## src/rtl/vsync_pkg.sv

```systemverilog
package vsync_pkg;

    typedef enum logic [1:0] {
        STEP_HOLD = 2'd0,
        STEP_UP   = 2'd1,
        STEP_DOWN = 2'd2
    } int_step_e;

    function automatic logic within_window(input int diff, input int half);
        return (diff <= half) && (diff >= -half);
    endfunction

endpackage

```

## src/rtl/vsync_slicer.sv

```systemverilog
module vsync_slicer #(
    parameter int SAMPLE_W = 8,
    parameter int CNT_W    = 10
) (
    input  logic                clk,
    input  logic                rst,
    input  logic [SAMPLE_W-1:0] sample_i,
    input  logic [SAMPLE_W-1:0] level_i,
    input  logic [CNT_W-1:0]    cnt_i,
    output logic                sync_o,
    output logic                fall_o,
    output logic [CNT_W-1:0]    cnt_o
);
    logic             sync_q;
    logic             sync_d;
    logic [CNT_W-1:0] cnt_q;

    always_ff @(posedge clk) begin
        if (rst) begin
            sync_q <= 1'b0;
            sync_d <= 1'b0;
            cnt_q  <= '0;
        end else begin
            sync_q <= (sample_i < level_i);
            sync_d <= sync_q;
            cnt_q  <= cnt_i;
        end
    end

    assign sync_o = sync_q;
    assign fall_o = sync_q & ~sync_d;
    assign cnt_o  = cnt_q;

    // an edge is never reported two cycles in a row
    p_single_edge_r2: assert property (@(posedge clk) disable iff (rst)
        fall_o |=> !fall_o);
endmodule

```

## src/rtl/vsync_phase_meter.sv

```systemverilog
module vsync_phase_meter
    import vsync_pkg::*;
#(
    parameter int CNT_W    = 10,
    parameter int NOM_POS  = 64,
    parameter int WIN_HALF = 16
) (
    input  logic                    clk,
    input  logic                    rst,
    input  logic                    fall_i,
    input  logic [CNT_W-1:0]        cnt_i,
    input  logic                    win_en_i,
    output logic                    hs_o,
    output logic signed [CNT_W:0]   err_o,
    output logic                    valid_o
);
    localparam int ERR_W = CNT_W + 1;
    localparam logic signed [ERR_W-1:0] NOM_S = ERR_W'(NOM_POS);

    logic signed [ERR_W-1:0] diff;
    logic                    in_win;
    logic                    accept;
    logic                    hs_q;
    logic                    valid_q;
    logic signed [ERR_W-1:0] err_q;

    always_comb begin
        diff   = $signed({1'b0, cnt_i}) - NOM_S;
        in_win = within_window(int'(diff), WIN_HALF);
        accept = fall_i & (~win_en_i | in_win);
    end

    always_ff @(posedge clk) begin
        if (rst) begin
            hs_q    <= 1'b0;
            valid_q <= 1'b0;
            err_q   <= '0;
        end else begin
            hs_q <= accept;
            if (fall_i) valid_q <= accept;
            if (accept) err_q   <= diff;
        end
    end

    assign hs_o    = hs_q;
    assign err_o   = err_q;
    assign valid_o = valid_q;

    // a rejected edge leaves the error untouched
    p_err_hold_r5: assert property (@(posedge clk) disable iff (rst)
        (fall_i && !accept) |=> $stable(err_q));
    // with the window on, a reported error lies inside it
    p_in_window_r4: assert property (@(posedge clk) disable iff (rst)
        (hs_q && $past(win_en_i)) |-> within_window(int'(err_q), WIN_HALF));
    // a pulse always comes with the valid flag
    p_pulse_valid_r5: assert property (@(posedge clk) disable iff (rst)
        hs_q |-> valid_q);
endmodule

```

## src/rtl/vsync_integrator.sv

```systemverilog
module vsync_integrator
    import vsync_pkg::*;
#(
    parameter int INT_W     = 8,
    parameter int CNT_W     = 10,
    parameter int HALF_LINE = 512
) (
    input  logic             clk,
    input  logic             rst,
    input  logic             sync_i,
    input  logic [INT_W-1:0] thresh_i,
    input  logic [CNT_W-1:0] cnt_i,
    output logic             vsync_o,
    output logic             field_o
);
    localparam logic [INT_W-1:0] ACC_MAX = '1;
    localparam logic [CNT_W-1:0] HALF_C  = CNT_W'(HALF_LINE);

    logic [INT_W-1:0] acc_q;
    logic             vs_q;
    logic             field_q;
    logic             above;
    int_step_e        step;

    always_comb begin
        if (sync_i) step = (acc_q == ACC_MAX) ? STEP_HOLD : STEP_UP;
        else        step = (acc_q == '0)      ? STEP_HOLD : STEP_DOWN;
        above = (acc_q >= thresh_i);
    end

    always_ff @(posedge clk) begin
        if (rst) begin
            acc_q   <= '0;
            vs_q    <= 1'b0;
            field_q <= 1'b0;
        end else begin
            case (step)
                STEP_UP:   acc_q <= acc_q + INT_W'(1);
                STEP_DOWN: acc_q <= acc_q - INT_W'(1);
                default:   acc_q <= acc_q;
            endcase
            vs_q <= above;
            if (above && !vs_q) field_q <= (cnt_i >= HALF_C);
        end
    end

    assign vsync_o = vs_q;
    assign field_o = field_q;

    // saturation at the top
    p_sat_top_r6: assert property (@(posedge clk) disable iff (rst)
        (acc_q == ACC_MAX && sync_i) |=> acc_q == ACC_MAX);
    // saturation at the bottom
    p_sat_floor_r6: assert property (@(posedge clk) disable iff (rst)
        (acc_q == '0 && !sync_i) |=> acc_q == '0);
    // field changes only as vertical sync rises
    p_field_on_rise_r8: assert property (@(posedge clk) disable iff (rst)
        !$stable(field_q) |-> $rose(vs_q));
endmodule

```

## src/rtl/vsync_separator.sv

```systemverilog
module vsync_separator #(
    parameter int SAMPLE_W  = 8,
    parameter int CNT_W     = 10,
    parameter int INT_W     = 8,
    parameter int NOM_POS   = 64,
    parameter int WIN_HALF  = 16,
    parameter int HALF_LINE = 512
) (
    input  logic                  clk,
    input  logic                  rst,
    input  logic [SAMPLE_W-1:0]   sample_i,
    input  logic [SAMPLE_W-1:0]   slice_lvl_i,
    input  logic                  win_en_i,
    input  logic [CNT_W-1:0]      line_cnt_i,
    input  logic [INT_W-1:0]      vs_thresh_i,
    output logic                  hsync_o,
    output logic signed [CNT_W:0] phase_err_o,
    output logic                  phase_valid_o,
    output logic                  vsync_o,
    output logic                  field_o
);
    logic             sync_s;
    logic             fall_s;
    logic [CNT_W-1:0] cnt_s;

    vsync_slicer #(.SAMPLE_W(SAMPLE_W), .CNT_W(CNT_W)) u_slicer (
        .clk(clk), .rst(rst), .sample_i(sample_i), .level_i(slice_lvl_i),
        .cnt_i(line_cnt_i), .sync_o(sync_s), .fall_o(fall_s), .cnt_o(cnt_s)
    );

    vsync_phase_meter #(.CNT_W(CNT_W), .NOM_POS(NOM_POS), .WIN_HALF(WIN_HALF)) u_phase (
        .clk(clk), .rst(rst), .fall_i(fall_s), .cnt_i(cnt_s), .win_en_i(win_en_i),
        .hs_o(hsync_o), .err_o(phase_err_o), .valid_o(phase_valid_o)
    );

    vsync_integrator #(.INT_W(INT_W), .CNT_W(CNT_W), .HALF_LINE(HALF_LINE)) u_integ (
        .clk(clk), .rst(rst), .sync_i(sync_s), .thresh_i(vs_thresh_i),
        .cnt_i(line_cnt_i), .vsync_o(vsync_o), .field_o(field_o)
    );

    // the horizontal pulse lasts one cycle
    p_hs_one_cycle_r2: assert property (@(posedge clk) disable iff (rst)
        hsync_o |=> !hsync_o);
endmodule

```

## config.mk

```make
export PLATFORM = sky130hd
export DESIGN_NAME = vsync_separator
export DESIGN_NICKNAME = d
export VERILOG_FILES = /design/src/rtl/vsync_pkg.sv /design/src/rtl/vsync_slicer.sv /design/src/rtl/vsync_phase_meter.sv /design/src/rtl/vsync_integrator.sv /design/src/rtl/vsync_separator.sv
export SDC_FILE = /design/constraint.sdc
export NUM_CORES = 1
export LEC_CHECK = 0
export CORE_AREA = 2 2 69 71
export DETAILED_ROUTE_END_ITERATION = 6
export DIE_AREA = 0 0 71 73
export DONT_BUFFER_PORTS = 1
export GPL_ROUTABILITY_DRIVEN = 0
export PLACE_DENSITY = 0.74
export SYNTH_ARGS = -nofsm -noshare
export SYNTH_HDL_FRONTEND = slang
export SYNTH_SLANG_ARGS = --single-unit
```

## constraint.sdc

```tcl
create_clock -name clk -period 2.7 [get_ports clk]
set_clock_uncertainty 0.05 [all_clocks]
set_input_delay 0.675 -clock clk [delete_from_list [all_inputs] [get_ports clk]]
set_output_delay 0.675 -clock clk [all_outputs]
set_load 0.05 [all_outputs]
```

### Word level (Yosys, flattened, before mapping)

Index checks and enable logic that the tools add are counted.

| word-level totals | value |
|---|---|
| input bits | 37 |
| output and inout port bits | 15 |
| logic and storage cells | 34 |
| register bits after elaboration | 35 |

| operators by class | value |
|---|---|
| multiplexer cells | 4 |
| reduce and logical (&&, ||, !) cells | 5 |
| add/subtract/negate cells | 3 |
| order comparisons | 5 |
| equal/unequal tests | 3 |
| bitwise operators | 5 |

Operator list:

| kind | number |
|---|---|
| $pmux 8 s2 | 1 |
| $ge 11x5->1 const B | 1 |
| $le 11x6->1 const B | 1 |
| $sub 10x7->11 const B | 1 |
| $ge 10x10->1 const B | 1 |
| $add 8x1->8 const B | 1 |
| $eq 8x8->1 const B | 1 |
| $ge 8x8->1 | 1 |
| $logic_not 8->1 | 1 |
| $lt 8x8->1 | 1 |
| $sub 8x1->8 const B | 1 |
| $mux 2 | 2 |
| $and 1x1->1 | 2 |
| $eq 2x1->1 const B | 1 |
| $eq 2x2->1 const B | 1 |
| $logic_and 1x1->1 | 2 |
| $not 1->1 | 2 |
| $reduce_bool 2->1 | 1 |
| $logic_not 1->1 | 1 |
| $mux 1 | 1 |
| $or 1x1->1 | 1 |

### Longest topological paths before layout

| depth | value |
|---|---|
| depth in word-level cells | 5 |
| gate-level depth with buffers | 10 |
| mapped depth without buffers | 10 |

### Modules after synthesis

Synthesis repeated with hierarchy kept, for this count alone.

| second synthesis, totals | value |
|---|---|
| cells, all modules | 234 |
| area total of the unflattened synthesis | 2109.5 um^2 |

Modules (own cells, without submodules):

| module | times used | seq. area each (um^2) | cells each | area an instance (um^2) |
|---|---|---|---|---|
| vsync_integrator | 1 | 200.2 | 107 | 869.6 |
| vsync_phase_meter | 1 | 260.2 | 77 | 734.5 |
| vsync_slicer | 1 | 240.2 | 50 | 505.5 |

### Worst setup path after synthesis

OpenSTA, ideal clock, no wires.

| timing | value |
|---|---|
| kind | reg2reg |
| start point | register u_integ.acc_q[7] |
| end point | register u_integ.acc_q[4] |
| setup time | 71 ps |
| buffers on the path | 0 |
| setup slack | 323 ps |
| required time | 2579 ps |
| clock period less this slack | 2377 ps |
| data arrival time | 2257 ps |
| cell stages (with the launch flop) | 11 |
| cell sequence | dfxtp_1 nand4_1 o21ai_0 ha_1 inv_1 fa_1 nor2b_1 o21ai_0 nor3b_1 or3_1 a21oi_1 |

| on the way | value |
|---|---|
| word-level cells in the longest chain between the ends | 5 |
| elaborated cells between the ends (all ways) | 9 |
| classes of those cells | eq/ne (3); mux (4); reduce/logical (2) |

RTL lines:

| item | line | source |
|---|---|---|
| start, declared | vsync_integrator.sv:19 | `logic [INT_W-1:0] acc_q;` |
| start signal, assigned | vsync_integrator.sv:38 | `STEP_UP: acc_q <= acc_q + INT_W'(1);` |
| start signal, assigned | vsync_integrator.sv:39 | `STEP_DOWN: acc_q <= acc_q - INT_W'(1);` |
| start signal, assigned | vsync_integrator.sv:40 | `default: acc_q <= acc_q;` |
| $eq 8x8->1 / $logic_not 8->1 (equally long branches) | vsync_integrator.sv:26, vsync_integrator.sv:27 |  |
| $mux 1 / $mux 2 (equally long branches) | vsync_integrator.sv:26, vsync_integrator.sv:27 |  |
| $mux 2 * | vsync_integrator.sv:26 | `if (sync_i) step = (acc_q == ACC_MAX) ? STEP_HOLD : STEP_UP;` |
| $eq 2x2->1 / $eq 2x1->1 (equally long branches) | vsync_integrator.sv:37 | `case (step)` |
| $pmux 8 s2 / $reduce_bool 2->1 (equally long branches) | -- |  |

Mark *: on every way between the ends. The rest lies on a longest branch, timed or not.
A chain may end at the register's enable or synchronous reset.

### Final worst setup path

| timing | value |
|---|---|
| start point | register u_integ.acc_q[4] |
| end point | register u_integ.acc_q[4] |

| on the way | value |
|---|---|
| word-level cells in the longest chain between the ends | 5 |
| elaborated cells between the ends (all ways) | 11 |
| classes of those cells | add/sub (2); eq/ne (3); mux (4); reduce/logical (2) |

RTL lines:

| item | line |
|---|---|
| $eq 8x8->1 / $logic_not 8->1 (equally long branches) | vsync_integrator.sv:26, vsync_integrator.sv:27 |
| $mux 1 / $mux 2 (equally long branches) | vsync_integrator.sv:26, vsync_integrator.sv:27 |
| $mux 2 | vsync_integrator.sv:26 |
| $eq 2x2->1 / $eq 2x1->1 (equally long branches) | vsync_integrator.sv:37 |
| $pmux 8 s2 / $reduce_bool 2->1 (equally long branches) | -- |

Parallel ways exist; a longest one is shown, timed or not.

==> impl_results.md <==
- Reg2Reg Setup Slack: 0.22 ns
- Fin. max-slew vios: 0
- Critical path buffers and inverters: 1
- Initial antenna violation count: 0
- Vias per cell: 5.553
- Router iterations before antenna repair: 4
- Main synth FF type: dfxtp_1
- Synth top cells by count: dfxtp_1, ha_1, nand2_1
- Internal power: 1.243 mW
- Gate power share: 0.465
- Final hold vios: 0
- Post-synth top area share: 0.3288
- Core area: 4536 sq um
- Largest family of logic cells by synthesized area: simple AND/OR/NAND/NOR gates
- # nets final: 309
- Residual DRC count: 0
- Most frequent CP cell: o21ai_0
- Compound-cell area share of the yosys netlist: 0.1533
- Net switching power: 870.6 uW
- Status: finished, final reports clean
- DIE AREA: 5183 sq um
- Fillers: 418
- Net switching fraction of the power: 0.4118
- Total grt overflow: 0
- Post-Synth Adder-Cell Area: 0.1503
- Peak supply drop: 0.0003819 V
- Crit path kind: reg2reg
- Fin crit period: 2.476 ns
- Worst hold path cell count: 1
- Synth Warn #: 0
- Clock Tree Root: clkbuf_8
- Worst r2r path cells: 10
- Crit path max-delay family: simple AND/OR/NAND/NOR gates
- Actual slew at the worst max-slew pin: 0.6560 ns
- First-pass GRT wire length: 7003 um
- FP Rows: 25
- Final period util: 0.9169
- Min-delay src: rst
- Synth area leaders: dfxtp_1, ha_1, mux2i_1
- Max-cap check violation count: 0
- TritonCTS buffer count: 5
- FF+latch count, synth: 35
- Yosys cell types: 52
- Initial DRC count: 58
- Via Count: 1677
- CP max stage cell: dfxtp_1
- H-tree Lvls: 2
- EDFF count, synth: 0
- Setup Fix Bufs, Post-CTS: 0
- Worst path max stage delay: 0.41 ns
- Worst EP required: 2.87 ns
- IO Port Bufs: 0
- Area Overhead vs Synth: 6.635%
- Reg area: 703.2 sq um
- Most frequent cell after synthesis: dfxtp_1
- Post-Synth XOR/XNOR Area: 0.01233
- Largest net degree at the start of global routing: 33
- CTS Sinks: 35
- Crit path cell chain: nand4_1, o21ai_0, ha_2, inv_1, fa_1, nor2b_1, o21ai_0, nor3b_1, or3_1, a21oi_1
- Power per cell area: 930.4 nW/um^2
- Avg WL per Cell: 13.27 um
- Post-synthesis instance total: 244
- Register area share after synthesis: 0.3288
- Post-Synth Simple-Gate Area: 0.2325
- Leak: 0.9834 nW
- Syn nets: 306
- Gr usage total: 0.1666
- Slew margin rel.: 0.5622
- Mux cell area share after synthesis: 0.06224
- Post-layout util: 0.5010
- Final WL: 4009 um
- Die W: 71 um
- Layout cells sized above 1: 0.09677
- Syn avg cell area: 8.733 sq um
- R2R Path Start: u_integ.acc_q[4]
- CP arrival: 2.65 ns
- Clk buf depth: 2
- CTS tree: built
- HPWL after detailed placement: 3111 um
- Fmax: 403.9 MHz
- Final setup vio count: 0
- RSZ-0062 raised after global routing: no
- Die Ht: 73 um
- Post-CTS Resized: 0
- Post-Synthesis Cell Area: 2131 sq um
- Vias in the first global route: 1629
- Worst min path class: in2reg
- R2r endpoint: u_integ.acc_q[4]
- CP Capture Type: flop
- Footprint of the multi-input gates: 1304 sq um
- Worst hold endpoint: u_slicer.sync_d
- Number of top-level pins: 52
- N_diodes: 0
- Highest fanout seen on the critical path: 5
- Clock Power Share: 0.174
- ANT nets after route: 0
- Effective utilization at floorplan: 0.4698
- Hold-fix buffers, CTS: 0
- Clock Latency Late Sink: 0.29 ns
- Seq pwr share: 0.361
- Synth area leader: dfxtp_1
- Worst-path clk slew: 0.08 ns
- Async set or reset register ratio after synthesis: 0
- Final TNS setup: 0 ns
- Startpoint types: flop
==> layout by cell type, fill, tap and decap left out, types with 2 or more instances in the layout <==
cell type | Yosys | final
mux2i_1 | 11 | 11
inv_1 | 22 | 22
nor2b_1 | 17 | 17
o21a_1 | 4 | 4
ha_1 | 24 | 23
nor3_1 | 7 | 7
nand2b_1 | 3 | 3
nor2_1 | 14 | 14
a21oi_1 | 11 | 11
buf_4 | 0 | 4
nor4b_1 | 3 | 3
o211ai_1 | 2 | 2
nand3_1 | 3 | 3
dfxtp_2 | 0 | 2
mux2_2 | 2 | 2
a21o_1 | 4 | 4
or3_1 | 2 | 2
and2_1 | 2 | 2
nand4_1 | 3 | 3
dfxtp_1 | 35 | 33
nor4_1 | 3 | 3
xor2_1 | 2 | 2
nand2_1 | 23 | 23
clkbuf_8 | 0 | 5
a211oi_1 | 4 | 4
o21ai_0 | 10 | 10
==> logic make-up (layout without fill, tap and decap cells) <==
family,after synthesis,in the layout
xor gates and xnor gates,3,3
and+or+nand+nor,91,91
adders and majority gates,25,25
DFF,35,35
buffers and inverters,30,34
AOI/OAI and AO/OA,47,47
muxes,13,13
==> per-layer routing <==
layer / up-vias / GRT usage / wire, um
met1: 770 / 0.2181 / 1891
met4: 0 / 0.05451 / 39
met3: 4 / 0.05249 / 212
met5: - / 0 / 0
li1: 860 / - / -
met2: 43 / 0.2617 / 1865
==> cell type report <==
class	instances	area share
inverters	22	0.03634
well taps	54	0.02974
repair buffers	4	0.01322
flip-flops and latches	35	0.3095
clock buffers	6	0.03194
clock inverters	2	0.005507
multi-input cells	179	0.5738
==> stage by stage <==
stage / instance area [sq um] / setup WS (ns) / total power [mW] / std cells / hold WS, ns
floorplan: 2131 / 0.3226 / 1.532 / 244 / 0.3982
global placement: 2182 / 0.2027 / 1.719 / 294 / 0.4159
detailed placement: 2182 / 0.1349 / 1.742 / 294 / 0.4217
CTS: 2267 / 0.08053 / 2.113 / 302 / 0.3989
global route: 2272 / 0.009784 / 2.314 / 302 / 0.3884
finish: 2272 / 0.2243 / 2.114 / 302 / 0.4074
==> power by group through the flow <==
stage / Sequential [mW] / Clock, mW / Combinational, mW
after floorplan: 0.739 / 0 / 0.793
after global routing: 0.781 / 0.409 / 1.12
after CTS: 0.761 / 0.378 / 0.975
after global placement: 0.768 / 0 / 0.951
after detailed placement: 0.773 / 0 / 0.969
final: 0.763 / 0.367 / 0.984
==> how the worst max path moves through the flow <==
| stage | start | end | slack, ns | depth (start not counted) |
|---|---|---|---|---|
| 5_1_grt | u_integ.acc_q[4] | u_integ.acc_q[4] | 0.01 | 10 |
| 2_1_floorplan | u_integ.acc_q[7] | u_integ.acc_q[4] | 0.32 | 10 |
| 3_3_place_gp | u_integ.acc_q[7] | u_integ.acc_q[6] | 0.20 | 10 |
| 3_5_place_dp | u_integ.acc_q[7] | u_integ.acc_q[6] | 0.13 | 10 |
| 6_report | u_integ.acc_q[4] | u_integ.acc_q[4] | 0.22 | 10 |
| 4_1_cts | u_integ.acc_q[7] | u_integ.acc_q[6] | 0.08 | 10 |
==> worst reg2reg max path, cell delays in order, from the launching register on <==
cell	delay, ns
dfxtp_1	0.41
nand4_1	0.11
o21ai_0	0.19
ha_2	0.26
inv_1	0.11
fa_1	0.41
nor2b_1	0.16
o21ai_0	0.12
nor3b_1	0.15
or3_1	0.30
a21oi_1	0.15
==> flip-flops by register name, summed over array words and instances (netlist names) <==
register,cells
u_slicer.cnt_o,10
u_integ.vsync_o,1
u_phase.hs_o,1
u_integ.acc_q,8
u_integ.field_o,1
u_slicer.sync_o,1
u_phase.err_o,11
u_phase.valid_o,1
u_slicer.sync_d,1
Note: power is estimated with default switching activity, not from simulation.
